`config.mk`:
```
export PLATFORM = sky130hd
export DESIGN_NAME = fill_rate_nco
export DESIGN_NICKNAME = d
export VERILOG_FILES = /design/src/rtl/rmnco_pkg.sv /design/src/rtl/rmnco_fifo.sv /design/src/rtl/rmnco_phase_acc.sv /design/src/rtl/fill_rate_nco.sv
export SDC_FILE = /design/constraint.sdc
export NUM_CORES = 1
export LEC_CHECK = 0
export ABC_AREA = 1
export ABC_CLOCK_PERIOD_IN_PS = 5370
export BUFFER_PORTS_ARGS = -buffer_cell sky130_fd_sc_hd__buf_2
export CELL_PAD_IN_SITES_DETAIL_PLACEMENT = 0
export CELL_PAD_IN_SITES_GLOBAL_PLACEMENT = 1
export CORE_MARGIN = 2
export CORE_UTILIZATION = 53
export CTS_CLUSTER_DIAMETER = 120
export CTS_CLUSTER_SIZE = 30
export DETAILED_ROUTE_END_ITERATION = 10
export PLACE_DENSITY = 0.94
export SLEW_MARGIN = 25
export SYNTH_ARGS = -nofsm -noshare
export SYNTH_HDL_FRONTEND = slang
export SYNTH_SLANG_ARGS = --single-unit
```
`constraint.sdc`:
```
create_clock -name clk -period 5.37 [get_ports clk]
set_input_delay 0.8055 -clock clk [delete_from_list [all_inputs] [get_ports clk]]
set_output_delay 0.8055 -clock clk [all_outputs]
set_load 0.01 [all_outputs]
```
`src/rtl/rmnco_pkg.sv`:
```
// Shared types for the rate-matching NCO.
// Assumes nothing beyond a single clock domain.
package rmnco_pkg;
    // Occupancy flags that the FIFO derives from its pointers.
    typedef struct packed {
        logic full;
        logic empty;
    } fifo_stat_t;
endpackage

```
`src/rtl/rmnco_fifo.sv`:
```
// Synchronous FIFO with a combinational occupancy count.
// Assumes a power-of-two depth. The read data is the head word, shown
// combinationally. A push while full is accepted only if a pop frees a slot
// in the same cycle.
module rmnco_fifo
    import rmnco_pkg::*;
#(
    parameter int DATA_W = 8,
    parameter int ADDR_W = 4
) (
    input  logic              clk,
    input  logic              rst_n,
    input  logic              push,
    input  logic              pop,
    input  logic [DATA_W-1:0] wdata,
    output logic [DATA_W-1:0] rdata,
    output logic [ADDR_W:0]   count,
    output fifo_stat_t        stat,
    output logic              ovf,
    output logic              unf
);
    localparam int DEPTH = 1 << ADDR_W;
    localparam int CNT_W = ADDR_W + 1;

    logic [DATA_W-1:0] mem [DEPTH];
    logic [CNT_W-1:0]  wr_q, rd_q;
    logic              do_push, do_pop;

    // Occupancy and flags come from the pointer difference.
    always_comb begin
        count      = wr_q - rd_q;
        stat.empty = (count == '0);
        stat.full  = (count == CNT_W'(DEPTH));
        do_pop     = pop && !stat.empty;
        do_push    = push && (!stat.full || do_pop);
        rdata      = mem[rd_q[ADDR_W-1:0]];
    end

    // Storage write; no reset is needed for the data array.
    always_ff @(posedge clk) begin
        if (do_push) mem[wr_q[ADDR_W-1:0]] <= wdata;
    end

    // Pointer advance and sticky error flags.
    always_ff @(posedge clk) begin
        if (!rst_n) begin
            wr_q <= '0;
            rd_q <= '0;
            ovf  <= 1'b0;
            unf  <= 1'b0;
        end else begin
            if (do_push) wr_q <= wr_q + 1'b1;
            if (do_pop)  rd_q <= rd_q + 1'b1;
            if (push && !do_push) ovf <= 1'b1;
            if (pop && stat.empty) unf <= 1'b1;
        end
    end

    // a dropped push keeps the count and raises the flag
    a_r5_drop_full: assert property (@(posedge clk) disable iff (!rst_n)
        (push && stat.full && !pop) |=> (ovf && count == $past(count)));
    // overflow is sticky
    a_r5_sticky: assert property (@(posedge clk) disable iff (!rst_n)
        ovf |=> ovf);
    // a push together with a valid pop leaves occupancy unchanged
    a_r6_same_cycle: assert property (@(posedge clk) disable iff (!rst_n)
        (push && pop && !stat.empty) |=> (count == $past(count)));
    // occupancy never goes past the depth
    a_r4_bound: assert property (@(posedge clk) disable iff (!rst_n)
        count <= CNT_W'(DEPTH));
endmodule

```
`src/rtl/rmnco_phase_acc.sv`:
```
// Modulo phase accumulator whose increment is the FIFO occupancy.
// Assumes the increment never exceeds DEPTH. The modulus is kept above
// DEPTH, so one subtraction always brings the sum back into range.
// The wrap output is registered.
module rmnco_phase_acc #(
    parameter int ACC_W = 12,
    parameter int CNT_W = 5,
    parameter int DEPTH = 16
) (
    input  logic             clk,
    input  logic             rst_n,
    input  logic [ACC_W-1:0] cfg_modulus,
    input  logic [CNT_W-1:0] incr,
    output logic             wrap
);
    localparam logic [ACC_W-1:0] MOD_MAX = '1;
    localparam logic [ACC_W-1:0] MOD_MIN = ACC_W'(DEPTH + 1);

    logic [ACC_W-1:0] mod_q, acc_q, eff_mod;
    logic [ACC_W:0]   sum;

    // Map the configured modulus to a legal value.
    always_comb begin
        if (cfg_modulus == '0)          eff_mod = MOD_MAX;
        else if (cfg_modulus < MOD_MIN) eff_mod = MOD_MIN;
        else                            eff_mod = cfg_modulus;
        sum = {1'b0, acc_q} + (ACC_W + 1)'(incr);
    end

    // Load the modulus in reset; otherwise accumulate and wrap by subtraction.
    always_ff @(posedge clk) begin
        if (!rst_n) begin
            mod_q <= eff_mod;
            acc_q <= '0;
            wrap  <= 1'b0;
        end else if (sum >= {1'b0, mod_q}) begin
            acc_q <= ACC_W'(sum - {1'b0, mod_q});
            wrap  <= 1'b1;
        end else begin
            acc_q <= ACC_W'(sum);
            wrap  <= 1'b0;
        end
    end

    // the residue always stays below the modulus
    a_r2_range: assert property (@(posedge clk) disable iff (!rst_n)
        acc_q < mod_q);
    // the captured modulus is never below its floor
    a_r3_floor: assert property (@(posedge clk) disable iff (!rst_n)
        mod_q >= MOD_MIN);
    // a zero increment holds the phase and gives no wrap
    a_r7_hold: assert property (@(posedge clk) disable iff (!rst_n)
        (incr == '0) |=> (acc_q == $past(acc_q) && !wrap));
endmodule

```
`src/rtl/fill_rate_nco.sv`:
```
// Rate-matching NCO: a gapped write enable fills a FIFO, and a phase
// accumulator stepped by the fill level issues the read enable.
// Assumes one clock domain and an ACC_W wide enough to hold DEPTH+1.
module fill_rate_nco
    import rmnco_pkg::*;
#(
    parameter int DATA_W = 8,
    parameter int ADDR_W = 4,
    parameter int ACC_W  = 12
) (
    input  logic              clk,
    input  logic              rst_n,
    input  logic [ACC_W-1:0]  cfg_modulus,
    input  logic              in_en,
    input  logic [DATA_W-1:0] in_data,
    output logic              out_en,
    output logic [DATA_W-1:0] out_data,
    output logic [ADDR_W:0]   fill,
    output logic              overflow,
    output logic              underflow
);
    localparam int DEPTH = 1 << ADDR_W;
    localparam int CNT_W = ADDR_W + 1;

    fifo_stat_t stat;
    logic       wrap;

    rmnco_fifo #(.DATA_W(DATA_W), .ADDR_W(ADDR_W)) u_fifo (
        .clk   (clk),
        .rst_n (rst_n),
        .push  (in_en),
        .pop   (wrap),
        .wdata (in_data),
        .rdata (out_data),
        .count (fill),
        .stat  (stat),
        .ovf   (overflow),
        .unf   (underflow)
    );

    rmnco_phase_acc #(.ACC_W(ACC_W), .CNT_W(CNT_W), .DEPTH(DEPTH)) u_acc (
        .clk         (clk),
        .rst_n       (rst_n),
        .cfg_modulus (cfg_modulus),
        .incr        (fill),
        .wrap        (wrap)
    );

    // Output enable is the registered wrap pulse.
    assign out_en = wrap;

    // no stored word means no wrap in the next cycle
    a_r7_no_pulse_empty: assert property (@(posedge clk) disable iff (!rst_n)
        (fill == '0) |=> !out_en);
    // a read enable always finds data
    a_r8_no_underflow: assert property (@(posedge clk) disable iff (!rst_n)
        out_en |-> !stat.empty);
    // the underflow flag stays clear
    a_r8_flag_low: assert property (@(posedge clk) disable iff (!rst_n)
        !underflow);
endmodule

```
### Yosys cells after proc, flatten, opt, wreduce, memory -nomap -nowiden

Memory sizes are Yosys's and may differ from the RTL's. A register that Yosys moved wholly into a read port is not among the register bits.
Cells that the tools add are included.

| cells by class | value |
|---|---|
| equal/unequal tests | 1 |
| reductions and logical operators | 11 |
| mux-type cells | 7 |
| $add $sub $neg | 5 |
| magnitude comparators | 2 |

Operators by type and width:

| operator | number |
|---|---|
| two-way mux 12 bit | 2 |
| adder 12 x 5 -> 13 bit | 1 |
| >= comparator 13 x 12 -> 1 bit | 1 |
| logical NOT 12 bit | 1 |
| < comparator 12 x 5 -> 1 bit (second input constant) | 1 |
| subtractor 12 bit | 1 |
| adder 5 x 1 -> 5 bit (second input constant) | 2 |
| two-way mux 4 bit | 2 |
| == test 5 bit (second input constant) | 1 |
| logical NOT 5 bit | 1 |
| subtractor 5 bit | 1 |
| logical AND 1 bit | 4 |
| logical NOT 1 bit | 3 |
| two-way mux 1 bit | 3 |
| OR reduction 2 bit | 1 |
| logical OR 1 bit | 1 |

| storage, ports and cells | value |
|---|---|
| word-level logic and storage cells | 35 |
| register bits after elaboration | 37 |
| memories | 1 |
| RAM bits | 128 |
| input port bits | 23 |

Memory list:

| memory | depth | bits a word | read ports | clocked after memory_dff | wr ports | RTL line | source |
|---|---|---|---|---|---|---|---|
| u_fifo.mem | 16 | 8 | 1 | 1 | 1 | rmnco_fifo.sv:25 | `logic [DATA_W-1:0] mem [DEPTH];` |

### Logic depth before layout (Yosys ltp)

Gate-level depths: netlist (run 1).

| logic depth | value |
|---|---|
| depth in word-level cells | 8 |
| gate-level depth with buffers | 27 |
| gate-level depth less buffers | 26 |

### Modules after synthesis

A second synthesis (run 1) with hierarchy kept.

| second synthesis, totals | value |
|---|---|
| cells, all modules | 798 |
| area total of the unflattened synthesis | 8361.8 um^2 |

By module, submodules not included:

| module | times used | area an instance (um^2) | cells an instance | seq. area each (um^2) |
|---|---|---|---|---|
| rmnco_fifo | 1 | 6129.6 | 479 | 4164.0 |
| rmnco_phase_acc | 1 | 2232.1 | 319 | 620.6 |

### Least setup slack after synthesis (run 1)

Ideal clock, no wire load.

| timing | value |
|---|---|
| path type | reg2reg |
| from | register u_fifo.wr_q[0] |
| to | register u_acc.acc_q[1] |
| path slack | 1.709 ns |
| arrival | 3.547 ns |
| data required time | 5.257 ns |
| setup time | 0.113 ns |
| cell stages (with the launch flop) | 26 |
| buffers on the path | 1 |
| cells stage by stage | dfxtp_1 inv_1 ha_1 inv_1 fa_1 nand3_1 nand2_1 xor2_2 ha_1 a21oi_1 inv_1 nand2_1 nand2_1 xor2_1 ha_1 nand2_1 inv_1 a21oi_1 nand3_2 nand2_1 nand2_1 nand2_2 nand2_2 buf_6 nand3_1 nand2_1 |

| between the ends | value |
|---|---|
| longest elaborated chain between the ends | 4 |

Ends and longest elaborated chain:

| item | RTL line | source |
|---|---|---|
| start, declared | rmnco_fifo.sv:26 | `logic [CNT_W-1:0] wr_q, rd_q;` |
| start signal, assigned | rmnco_fifo.sv:52 | `if (do_push) wr_q <= wr_q + 1'b1;` |
| subtractor 5 bit | rmnco_fifo.sv:31 | `count = wr_q - rd_q;` |
| via fill[4] | fill_rate_nco.sv:18 | `output logic [ADDR_W:0] fill,` |
| adder 12 x 5 -> 13 bit | rmnco_phase_acc.sv:27 | `sum = {1'b0, acc_q} + (ACC_W + 1)'(incr);` |
| >= comparator 13 x 12 -> 1 bit | rmnco_phase_acc.sv:36 | `end else if (sum >= {1'b0, mod_q}) begin` |
| two-way mux 12 bit | rmnco_phase_acc.sv:36 |  |
| end signal, assigned | rmnco_phase_acc.sv:37 | `acc_q <= ACC_W'(sum - {1'b0, mod_q});` |
| end signal, assigned | rmnco_phase_acc.sv:40 | `acc_q <= ACC_W'(sum);` |
| end, declared | rmnco_phase_acc.sv:19 | `logic [ACC_W-1:0] mod_q, acc_q, eff_mod;` |

The timed path passes the listed nets, and every way through them passes these cells.
A chain may end at the register's enable or synchronous reset.

### Worst setup path in the final report (run 1)

| timing | value |
|---|---|
| from | register u_fifo.wr_q[0] |
| to | register u_acc.acc_q[1] |

| between the ends | value |
|---|---|
| longest elaborated chain between the ends | 4 |

Ends and longest elaborated chain:

| item | RTL line |
|---|---|
| subtractor 5 bit (*) | rmnco_fifo.sv:31 |
| adder 12 x 5 -> 13 bit (*) | rmnco_phase_acc.sv:27 |
| subtractor 12 bit / >= comparator 13 x 12 -> 1 bit (equally long branches) | rmnco_phase_acc.sv:37, rmnco_phase_acc.sv:36 |
| two-way mux 12 bit (*) | rmnco_phase_acc.sv:36 |

Mark *: on every way between the ends. The rest lies on a longest branch, timed or not.

==> metrics, run 1 <==
post_cts resized 0; initial antenna violation count 0; Pleak 0.00358 µW; Synth Instances 762; pre-CTS WS 1200 ps; Seq/Total Area, Yosys 59.1%; fin area 9010 µm²; CORE AREA 15,000 µm²; Setup TNS Final 0 ps; worst slew margin relative to its limit 42.8%; Boundary Pins 39; R2R setup slack 1120 ps; min cycle time layout 4250 ps; Max clock buf depth 2; Yosys reg bits 169; Final Slew Violations 0; Die H 128 µm; Area contributors post-synth edfxtp_1 52%, dfxtp_1 7.2%, nand2_1 5.5%, inv_1 4.5%, ha_1 4.3%; Die ar. 16,300 µm²; Placed Instance Area 8400 µm²; Buffers on Ports 38; CTS tree done; Final Core Density 59.9%; post-synth cell types 38; Worst-path clk slew 70 ps; GPL Wtd Cong 0.912; WHS Endpoint u_fifo.ovf; Clock Tree Root clkbuf_16; final setup skew 10.5 ps; first-pass detailed-route iteration total 5; Routed Antenna Nets 0; total CTS buffers 17; ant diodes 0; total power draw 2970 µW; vias after detailed routing 5,568; Setup crit start kind flip-flop; Final WS setup 1120 ps; asr flop ratio synth 0%; count of flip-flops with a built-in enable after synthesis 140; Syn Area/Cell 10.6 µm²; 1st-iter DRT viols 471; CP arrival 4570 ps; min-delay src u_fifo.ovf; crit path capture type flip-flop; CTS H-tree lvls 4; Hold-fix buffers, CTS 0; clk_lat worst skew 430 ps; critical setup path kind reg -> reg; Top FF cell, synth edfxtp_1; die width 128 µm; R2R cell count 24; RR Endpoint u_acc.acc_q[1]; share of cells above drive strength 1 11.0%; Worst Path Required 5690 ps; PwrDens 330 nW/µm²; nets 847; Initial Utilization 53.8%; global-route usage over all layers 23.1%; period utilization 79.2%; top cell type by total area after synthesis edfxtp_1; DRC 0; area grow syn2layout 11.3%; DR vias/cell 5.60; top-area cell type share of the netlist area 52.0%; Avg WL per Cell 17.8 µm; vias in the first global route 5,652; Post-Syn Nets 816; status finished clean; fmax 235 MHz; Least-Margin Pin Slew 855 ps; RSZ-0062 raised after global routing false; first-pass GRT wire length 28,500 µm; Post-synth top cells 140 x edfxtp_1, 118 x nand2_1, 96 x inv_1; clk sink count 169; post-detail-place hpwl 12,100 µm; final wirelength 17,700 µm; WHS Path Cells 2; row count 45; peak supply drop 0.212 mV; worst hold path class reg -> reg; most frequent cell after synthesis edfxtp_1; synth warn 0; synthesized cell area 8090 µm²; maxcap violations 0; final hold viol count 0; number of setup violations in the final report 0; reg2reg start u_fifo.wr_q[0]; crit path max fanout 14; GR Overflow Total 0; pin count of the biggest net entering global routing 97; Post-CTS Setup Inserts 0
==> cell type report <==
type	instances	area [µm²]
multi-input combinational	465	2800
timing repair buffer	41	233
sequential	169	4790
inverter	99	374
clock inverter	15	156
clock buffer	17	425
fill	1188	6020
tap	188	235
==> report_power, final <==
group / leakage, µW / internal (µW) / switching [µW]
combinational: 0.00179 / 104 / 208
sequential: 0.00151 / 1450 / 13.3
clock: 0.000283 / 657 / 540
==> how the worst max path moves through the flow <==
stage	startpoint	depth (start not counted)	endpoint
after global placement	u_fifo.wr_q[0]	24	u_acc.acc_q[10]
final	u_fifo.wr_q[0]	24	u_acc.acc_q[1]
after global routing	u_fifo.wr_q[0]	24	u_acc.acc_q[1]
after detailed placement	u_fifo.wr_q[0]	24	u_acc.acc_q[1]
after floorplan	u_fifo.wr_q[0]	25	u_acc.acc_q[1]
after CTS	u_fifo.wr_q[0]	24	u_acc.acc_q[1]
==> logic make-up (layout without fill, tap and decap cells) <==
kind of cell	count (synthesis)	in the layout	synth area share (%)
adders and majority gates	31	31	5.07
DFF	169	169	59.1
muxes	32	32	3.96
buffers and inverters	128	172	6.31
AOI/OAI and AO/OA	137	137	9.62
and+or+nand+nor	241	241	13.1
xor gates and xnor gates	24	24	2.78
==> cell usage in the layout (no fill, tap or decap), drive strengths merged <==
cell type  count
nand3b         1
clkinvlp       2
mux2i         32
a31oi          1
fa             3
ha            28
xnor2          9
xor2          15
nand4         16
clkbuf        17
o21bai         2
o211ai        32
inv          106
dfxtp         29
nor3           2
nand3         51
a21o           1
clkinv         5
edfxtp       140
bufinv         1
buf           41
nor4           2
nand2        125
nor2          44
o21ai         46
a21oi         55
==> registers in the layout, indices dropped and copies added, names as in the netlist, named ones only <==
register and count:
u_acc.acc_q 12, u_acc.wrap 1, u_fifo.rd_q 5, u_acc.mod_q 12, u_fifo.unf 1, u_fifo.ovf 1
u_fifo.wr_q 5, u_fifo.mem 128
==> through the flow <==
step / std cells / hold WS [ps]
6_report: 994 / 465
5_1_grt: 994 / 501
4_1_cts: 993 / 472
3_5_place_dp: 961 / 456
3_3_place_gp: 961 / 447
2_1_floorplan: 762 / 472
==> worst max-delay path, stage by stage (launching register included) <==
cell,delay [ps]
dfxtp_1,350
inv_1,140
ha_1,160
inv_1,60
fa_1,400
nand3_1,100
nand2_1,120
xor2_2,310
ha_1,290
a21oi_1,260
inv_1,70
nand2_1,60
nand2_1,90
xor2_1,230
ha_1,320
nand2_1,120
inv_1,50
a21oi_1,160
nand3_2,110
nand2_1,70
nand2_1,60
nand2_2,200
nand2_2,210
nand3_1,150
nand2_1,70
==> layer usage <==
| metal | GRT usage, % | share of wire (%) | up-vias |
|---|---|---|---|
| met4 | 10.3 | 3.1 | 0 |
| met1 | 26.8 | 40 | 2661 |
| met5 | 0 | 0 | - |
| met2 | 41.1 | 52 | 166 |
| li1 | - | - | 2705 |
| met3 | 4.94 | 5.1 | 36 |
No activity file was read; power rests on OpenSTA's default activity.
==> run 2, diff against run 1 <==
ABC_AREA = 0   (was 1)
ABC_CLOCK_PERIOD_IN_PS = 4000   (was 5370)
CORE_UTILIZATION = 52   (was 53)
PLACE_DENSITY = 0.88   (was 0.94)
clock period = 4 ns   (was 5.37 ns; I/O delays follow)
==> metrics, run 2 <==
status finished with violations; failing checks setup timing; first-pass GRT wire length 26,600 µm; critical setup path kind reg -> reg; first-pass detailed-route iteration total 5; Least-Margin Pin Slew 790 ps; worst slew margin relative to its limit 47.2%; Worst-path clk slew 70 ps; crit path max fanout 8; Synth Instances 491; fmax 237 MHz; top-area cell type share of the netlist area 55.0%; worst hold path class in -> reg; fill count 1,010; GPL Wtd Cong 0.880; post-synth cell types 49; reg2reg start u_fifo.wr_q[0]; crit path capture type flip-flop; number of setup violations in the final report 13; Final Slew Violations 0; Post-Syn Nets 545; DRC 0; Die H 125 µm; vias after detailed routing 4,670; Max clock buf depth 2; Buffers on Ports 38; max FFs per register 128; row count 44; min cycle time layout 4220 ps; clk sink count 169; initial antenna violation count 0; Placed Instance Area 8480 µm²; commonest non-fill, non-tap cell in the layout edfxtp_1; ant diodes 0; DR vias/cell 5.87; 1st-iter DRT viols 390; Seq/Total Area, Yosys 62.6%; CORE AREA 14,400 µm²; Seq. cell area 4790 µm²; top cell type by total area after synthesis edfxtp_1; Hold-fix buffers, CTS 0; PwrDens 418 nW/µm²; Clock Tree Root clkbuf_16; most frequent cells in the layout 140 x edfxtp_1, 62 x buf_4, 40 x mux4_2, 38 x buf_2; Final WS setup -223 ps; Setup crit start u_fifo.wr_q[0]; asr flop ratio synth 0%; area grow syn2layout 21.1%; CTS H-tree lvls 4; share of cells above drive strength 1 36.6%; most frequent cell after synthesis edfxtp_1; die width 125 µm; Routed Antenna Nets 0; pin count of the biggest net entering global routing 33; Boundary Pins 39; Avg WL per Cell 21.2 µm; CTS tree done; Die ar. 15,700 µm²; Multi-input gate area 2900 µm²; Post-synth top cells 140 x edfxtp_1, 40 x mux4_2, 29 x dfxtp_1, 29 x inv_1, 28 x ha_1; total power draw 3870 µW; total CTS buffers 17; Yosys reg bits 169; Setup TNS Final -2030 ps; final hold viol count 0; Pleak 0.00338 µW; vias in the first global route 4,720; nets 653; maxcap violations 0; period utilization 106%; count of flip-flops with a built-in enable after synthesis 140; synth warn 0; RSZ-0062 raised after global routing true; Area contributors post-synth edfxtp_1 55%, mux4_2 12%, dfxtp_1 7.6%, ha_1 4.6%, xnor2_1 1.7%; post-detail-place hpwl 10,900 µm; fin area 9250 µm²; global-route usage over all layers 22.7%; final wirelength 16,800 µm; Top FF cell, synth edfxtp_1; Syn Area/Cell 15.6 µm²; Initial Utilization 53.0%; final setup skew 9.83 ps; min-delay src cfg_modulus[7]; synthesized cell area 7640 µm²; CP arrival 4520 ps; Setup crit start kind flip-flop; peak supply drop 0.291 mV; Worst Path Required 4300 ps; clk_lat worst skew 430 ps; GR Overflow Total 0
==> run 2: cell types whose count changed in the layout (fill, tap and decap cells not counted), sizes merged, moves of 29 or more <==
cell,previous run,this run
mux4,0,40
nand3,51,7
o211ai,32,3
o21ai,46,16
nand2,125,17
buf,41,103
a21oi,55,19
inv,106,33
==> run 2: final timing paths <==
check | end | slack (ps) | cells after the start
worst max-delay path | u_acc.acc_q[4] | -220 | 21
worst min-delay path | u_acc.mod_q[7] | 450 | 2
worst max register to register | u_acc.acc_q[4] | -220 | 21
worst min register to register | u_fifo.ovf | 470 | 2
==> run 2: worst max-delay path, stage by stage, from the launching register on <==
cell	delay (ps)
dfxtp_2	320
inv_2	70
ha_4	130
inv_2	30
fa_2	330
a21o_1	170
a21oi_2	180
xor2_2	180
inv_2	100
ha_4	310
nand3_4	70
nor2_4	120
o211ai_1	130
xnor2_1	260
ha_1	320
buf_4	140
a221o_1	380
a21oi_4	230
buf_6	140
o221ai_4	180
mux2i_1	230
nor2_1	50
==> run 2: what timing repair did <==
item | CTS | global route
pin swaps | 6 | 9
endpoints found under the setup margin | 13 | 13
resized for setup | 17 | 5
buffers inserted | 12 | 4
gates cloned | 1 | 0
==> run 2: final cells by class <==
cell class | count | share of cell area, %
flip-flops and latches | 169 | 51.8
multi-input cells | 279 | 31.3
repair buffers | 103 | 7.55
clock buffers | 18 | 4.64
well taps | 184 | 2.49
inverters | 29 | 1.18
clock inverters | 14 | 1.07
==> run 2: report_power, final <==
group | total [µW] | switching [µW] | internal [µW]
logic | 425 | 234 | 191
registers | 1960 | 15.2 | 1940
clock network | 1490 | 690 | 797
==> run 2: layer usage <==
| layer | GRT usage [%] | vias up | share of wire (%) |
|---|---|---|---|
| li1 | - | 2120 | - |
| met1 | 31.4 | 2361 | 43 |
| met2 | 36.3 | 165 | 50 |
| met3 | 5.09 | 24 | 5.6 |
| met4 | 7.25 | 0 | 2.0 |
| met5 | 0 | - | 0 |
==> run 2: logic make-up (layout without fill, tap and decap cells) <==
kind of cell               count (synthesis)  in the layout  share of synthesized area (%)
AOI/OAI and AO/OA                         63             64                           5.53
and+or+nand+nor                          110            110                           8.27
DFF                                      169            169                           62.6
xor gates and xnor gates                  21             21                           2.41
buffers and inverters                     44            164                           2.34
adders and majority gates                 31             31                           5.37
muxes                                     53             53                           13.5
==> run 2: stage by stage <==
stage | util (%) | hold WS, ps | setup slack, ps | std cells
2_1_floorplan | - | 455 | -122 | 491
3_3_place_gp | 58.8 | 449 | -199 | 747
3_5_place_dp | 58.8 | 455 | -355 | 747
4_1_cts | 63.8 | 436 | -169 | 792
5_1_grt | 64.1 | 445 | -430 | 796
6_report | 64.1 | 449 | -223 | 796
